--- src/rtl/msp_pkg.sv ---
package msp_pkg;
  typedef enum logic {
    MODE_MEDIATED = 1'b0,
    MODE_PEER     = 1'b1
  } req_mode_e;

  typedef enum logic {
    CLS_DATA = 1'b0,
    CLS_CODE = 1'b1
  } miss_cls_e;

  localparam int NUM_CLS = 2;
endpackage

--- src/rtl/msp_hist.sv ---
module msp_hist #(
  parameter int W = 64
) (
  input  logic         clk,
  input  logic         rst_n,
  input  logic         shift_en,
  input  logic         bit_in,
  output logic [W-1:0] hist
);
  logic [W-1:0] hist_q;

  always_ff @(posedge clk) begin
    if (!rst_n)        hist_q <= '0;
    else if (shift_en) hist_q <= {hist_q[W-2:0], bit_in};
  end

  assign hist = hist_q;
endmodule

--- src/rtl/msp_decide.sv ---
module msp_decide #(
  parameter int W      = 64,
  parameter int P2P_TH = 32,
  parameter int PF_TH  = 48
) (
  input  logic [W-1:0] hist,
  output logic         peer,
  output logic         pf
);
  localparam int CW = $clog2(W + 1);

  function automatic logic [CW-1:0] ones_of(input logic [W-1:0] v);
    logic [CW-1:0] acc;
    acc = '0;
    for (int i = 0; i < W; i++) acc = acc + CW'(v[i]);
    return acc;
  endfunction

  logic [CW-1:0] c2c_cnt;
  logic [CW-1:0] mem_cnt;

  always_comb begin
    c2c_cnt = ones_of(hist);
    mem_cnt = CW'(W) - c2c_cnt;
    peer    = (c2c_cnt >= CW'(P2P_TH));
    pf      = (mem_cnt >= CW'(PF_TH));
  end
endmodule

--- src/rtl/miss_src_predictor.sv ---
module miss_src_predictor
  import msp_pkg::*;
#(
  parameter int HIST_W     = 64,
  parameter int P2P_THRESH = 32,
  parameter int PF_THRESH  = 48
) (
  input  logic clk,
  input  logic rst_n,
  input  logic srv_valid,
  input  logic srv_is_code,
  input  logic srv_from_c2c,
  input  logic qry_valid,
  input  logic qry_is_code,
  output logic rsp_valid,
  output logic req_peer,
  output logic pf_en
);
  logic [HIST_W-1:0] hist_w [NUM_CLS];
  logic [NUM_CLS-1:0] peer_w;
  logic [NUM_CLS-1:0] pf_w;

  // One history and one decision path per miss class.
  for (genvar gc = 0; gc < NUM_CLS; gc++) begin : g_cls
    logic sel;
    assign sel = srv_valid && (srv_is_code == gc[0]);

    msp_hist #(.W(HIST_W)) u_hist (
      .clk      (clk),
      .rst_n    (rst_n),
      .shift_en (sel),
      .bit_in   (srv_from_c2c),
      .hist     (hist_w[gc])
    );

    msp_decide #(.W(HIST_W), .P2P_TH(P2P_THRESH), .PF_TH(PF_THRESH)) u_dec (
      .hist (hist_w[gc]),
      .peer (peer_w[gc]),
      .pf   (pf_w[gc])
    );
  end

  // Named views for the checker.
  logic [HIST_W-1:0] code_hist;
  logic [HIST_W-1:0] data_hist;
  assign code_hist = hist_w[CLS_CODE];
  assign data_hist = hist_w[CLS_DATA];

  req_mode_e mode_d;
  logic      pf_d;
  assign mode_d = qry_is_code ? req_mode_e'(peer_w[CLS_CODE]) : req_mode_e'(peer_w[CLS_DATA]);
  assign pf_d   = qry_is_code ? pf_w[CLS_CODE] : pf_w[CLS_DATA];

  always_ff @(posedge clk) begin
    if (!rst_n) begin
      rsp_valid <= 1'b0;
      req_peer  <= 1'b0;
      pf_en     <= 1'b0;
    end else begin
      rsp_valid <= qry_valid;
      if (qry_valid) begin
        req_peer <= (mode_d == MODE_PEER);
        pf_en    <= pf_d;
      end
    end
  end
endmodule

--- config.mk ---
export PLATFORM = sky130hd
export DESIGN_NAME = miss_src_predictor
export DESIGN_NICKNAME = d
export VERILOG_FILES = /design/src/rtl/msp_pkg.sv /design/src/rtl/msp_hist.sv /design/src/rtl/msp_decide.sv /design/src/rtl/miss_src_predictor.sv
export SDC_FILE = /design/constraint.sdc
export NUM_CORES = 1
export LEC_CHECK = 0
export BUFFER_PORTS_ARGS = -buffer_cell sky130_fd_sc_hd__buf_2
export CAP_MARGIN = 5
export CELL_PAD_IN_SITES_DETAIL_PLACEMENT = 1
export CELL_PAD_IN_SITES_GLOBAL_PLACEMENT = 1
export CORE_ASPECT_RATIO = 0.7
export CORE_MARGIN = 1
export CORE_UTILIZATION = 47
export DETAILED_ROUTE_END_ITERATION = 10
export GPL_TIMING_DRIVEN = 0
export PLACE_DENSITY_LB_ADDON = 0.05
export SLEW_MARGIN = 20
export SYNTH_ARGS = -nofsm -noshare
export SYNTH_HDL_FRONTEND = slang
export SYNTH_HIERARCHICAL = 1
export SYNTH_SLANG_ARGS = --single-unit
--- constraint.sdc ---
create_clock -name clk -period 6.56 [get_ports clk]
set_clock_uncertainty 0.05 [all_clocks]
set_input_delay 1.64 -clock clk [delete_from_list [all_inputs] [get_ports clk]]
set_output_delay 1.64 -clock clk [all_outputs]
set_load 0.03 [all_outputs]
==> out/results.tsv <==
metric	value	unit
FMAX	151	MHz
Worst R2R Setup Slack	-0.07	ns
slowest stage delay, CP	0.63	ns
Worst Setup End Kind	flop	
Max clock buf depth	2	
hold_buf cts	0	
# fillers	1919	
share of post-route cells with drive strength above 1	11.5	%
Max Cap Violations	0	
DP Worst Slack	-0.304	ns
placed cells	1039	
CP Launch Point	g_cls[0].u_hist/hist[23]	
Pwr Density	197	nW/um^2
setup violators final	1	
Rows	41	
Worst setup endpoint	pf_en	
htree depth	4	
worst min path class	reg2reg	
cts bufs inserted	17	
crit-path max FO	3	
synthesized area per cell	10.9	sq um
cell area after layout	9710	sq um
CP cell instances	fa_1 -> fa_2 -> fa_1 -> inv_1 -> fa_1 -> fa_1 -> fa_1 -> fa_1 -> fa_1 -> inv_1 -> fa_2 -> fa_2 -> a211oi_2 -> o21bai_2 -> a21oi_2 -> and4b_1 -> a21oi_2 -> mux2i_1 -> a21oi_1	
post-synthesis sequential area ratio	30.3	%
GRT overflow	0	
First-pass DRT Iterations	4	
Pleak	4.22	nW
EDFF count, synth	0	
area post-placement	9010	sq um
cell class contributing the biggest share of worst-path delay	adder cells	
maximum VDD drop	158	uV
#FFs+latches synth	131	
Slew headroom	74.4	%
Initial DRC Count	234	
r2r worst-path depth	19	
Buffers on Ports	9	
Non-Filler Instances	1072	
Layout area overhead	12.0	%
ys async rst share	0	%
logic depth of the worst path, buffers included	19	
first-pass GRT wire length	29.6	mm
Synth Flop Type	dfxtp_1	
vias in the first global route	5700	
Post-Syn Area	8670	sq um
die area	19000	sq um
Setup WS post-layout	-0.0724	ns
GPL Wtd Cong	0.780	
Initial Util	48.1	%
CP Buf/Inv Count	2	
initial antenna violation count	0	
Worst path most repeated cell	fa_1	
Min Clock Period, post-route	6.63	ns
worst skew pair latency	0.42	ns
Clk Tree Root Cell	clkbuf_16	
die width	164	um
status	complete, but fails checks	
drt via density	4.80	
worst r2r src	g_cls[0].u_hist/hist[23]	
Critical Path Start Type	flop	
IO Count	10	
CP max-delay cell	fa_1	
fin nets	970	
final worst path period share	101	%
Worst Path Required	6.86	ns
failing checks	negative setup slack	
clock sink total	131	
worst r2r dst	pf_en	
final wirelength	17.9	mm
Syn Nets	941	
Die H	116	um
All-Layer GR Usage	20.7	%
Clock Pin Slew Worst Setup and Hold Paths	0.06	ns
distinct cell type count after synthesis	39	
largest net degree at the start of global routing	17	
Gate Count Post-Synth	794	
Hold Slack	0.477	ns
RSZ-0062 raised after global routing	yes	
Final Max Tran Viols	0	
# diodes	0	
Worst Setup Path Type	reg2reg	
actual slew at the worst max-slew pin	0.383	ns
DRT antenna net count	0	
Vias	5143	
Core Region	18000	sq um
dpl hpwl	14.2	mm
Fin. Hold Viols	0	
total negative slack	-0.0724	ns
# DRC	0	
CTS tree	yes	
worst path arrival time	6.93	ns
Routed wire per std cell	16.7	um
Yosys warning total	6	
-- worst reg2reg max path, delay by kind of cell (launching register included) --
kind | cells | cell delay (ns)
AOI/OAI and AO/OA | 5 | 0.85
muxes | 1 | 0.10
and+or+nand+nor | 1 | 0.22
buffers and inverters | 2 | 0.13
adders and majority gates | 10 | 4.87
DFF | 1 | 0.34
-- flip-flops by register name (all words and copies together), names as in the netlist --
register / flops
pf_en: 1
rsp_valid: 1
req_peer: 1
g_cls.u_hist/hist: 128
-- through the flow --
stage	util, %	total power [W]
floorplan	-	0.000889
global placement	50.0	0.000906
detailed placement	50.0	0.000908
CTS	53.7	0.00193
global route	53.9	0.00198
finish	53.9	0.00191
-- layer usage --
layer	wire, um	GRT usage, %	up-vias
met5	0	0	-
met4	248	7.65	0
met3	379	3.29	21
met2	8030	31.7	32
met1	9280	29.6	2605
li1	-	-	2485
-- timing repair --
| action | CTS | global route |
|---|---|---|
| pin swaps | 2 | 11 |
| gates cloned | 0 | 0 |
| setup buffers | 1 | 0 |
| setup endpoints to repair | 2 | 2 |
| gates resized for setup | 12 | 16 |
-- area by class of cell --
class	count	area [sq um]	area share [%]
inverter	181	679	7.00
multi-input combinational	454	5150	53.1
sequential	131	2640	27.2
tap	236	295	3.04
buffer	28	258	2.66
clock buffer	17	425	4.38
timing repair buffer	10	52.6	0.541
clock inverter	15	206	2.13
-- power by group --
| group | internal [W] | switching (W) |
|---|---|---|
| logic | 0.0000460 | 0.0000463 |
| clock network | 0.000641 | 0.000382 |
| registers | 0.000797 | 0.00000126 |
-- how the worst min path moves through the flow --
stage                                        start  cells past startpoint                  endpoint  slack [ns]
after floorplan           g_cls[0].u_hist/hist[10]                      2  g_cls[0].u_hist/hist[10]        0.45
after global placement     g_cls[0].u_hist/hist[9]                      2   g_cls[0].u_hist/hist[9]        0.47
after detailed placement                  req_peer                      2                  req_peer        0.48
after CTS                 g_cls[1].u_hist/hist[43]                      2  g_cls[1].u_hist/hist[44]        0.48
after global routing      g_cls[1].u_hist/hist[56]                      2  g_cls[1].u_hist/hist[56]        0.51
final                     g_cls[0].u_hist/hist[37]                      2  g_cls[0].u_hist/hist[37]        0.48
-- cell usage in the layout (no fill, tap or decap), types with 2 or more instances in the layout --
cell	count
bufinv_16	4
a21oi_1	4
o21bai_1	2
mux2i_1	130
a211oi_2	3
fa_1	102
ha_1	32
o21ai_0	4
nor2b_1	132
clkinv_4	4
clkbuf_1	12
xnor2_1	2
dfxtp_1	119
clkinv_2	3
o21ai_1	3
clkbuf_2	2
fa_2	6
nor3b_1	2
buf_6	2
inv_1	179
nor2_1	2
clkbuf_16	17
dfxtp_2	12
inv_2	2
inv_6	2
buf_8	12
and2_1	2
or2_4	2
a21oi_2	4
a21o_1	2
xor2_1	2
buf_2	9
nand2_1	2
-- cell usage after synthesis, types with 2 or more instances --
master | n | area (sq um)
inv_1 | 181 | 679
nor2b_1 | 132 | 826
dfxtp_1 | 131 | 2620
mux2i_1 | 130 | 1300
fa_1 | 108 | 2160
ha_1 | 32 | 400
buf_8 | 12 | 180
clkbuf_1 | 12 | 45.0
a21oi_1 | 8 | 40.0
o21ai_0 | 5 | 25.0
a211oi_1 | 2 | 15.0
a21o_1 | 2 | 15.0
and2_1 | 2 | 12.5
buf_6 | 2 | 22.5
clkbuf_2 | 2 | 10.0
nand2_1 | 2 | 7.51
nor2_1 | 2 | 7.51
nor3_1 | 2 | 10.0
nor3b_1 | 2 | 15.0
o21ai_1 | 2 | 10.0
o21bai_1 | 2 | 15.0
or2_4 | 2 | 17.5
xnor2_1 | 2 | 17.5
xor2_1 | 2 | 17.5
-- cell families after synthesis --
logic type                 synth area share (%)
muxes                                      15.0
buffers and inverters                      10.8
xor gates and xnor gates                  0.404
DFF                                        30.3
AOI/OAI and AO/OA                          2.93
and+or+nand+nor                            11.0
adders and majority gates                  29.6
(Power assumes the default switching activity.)
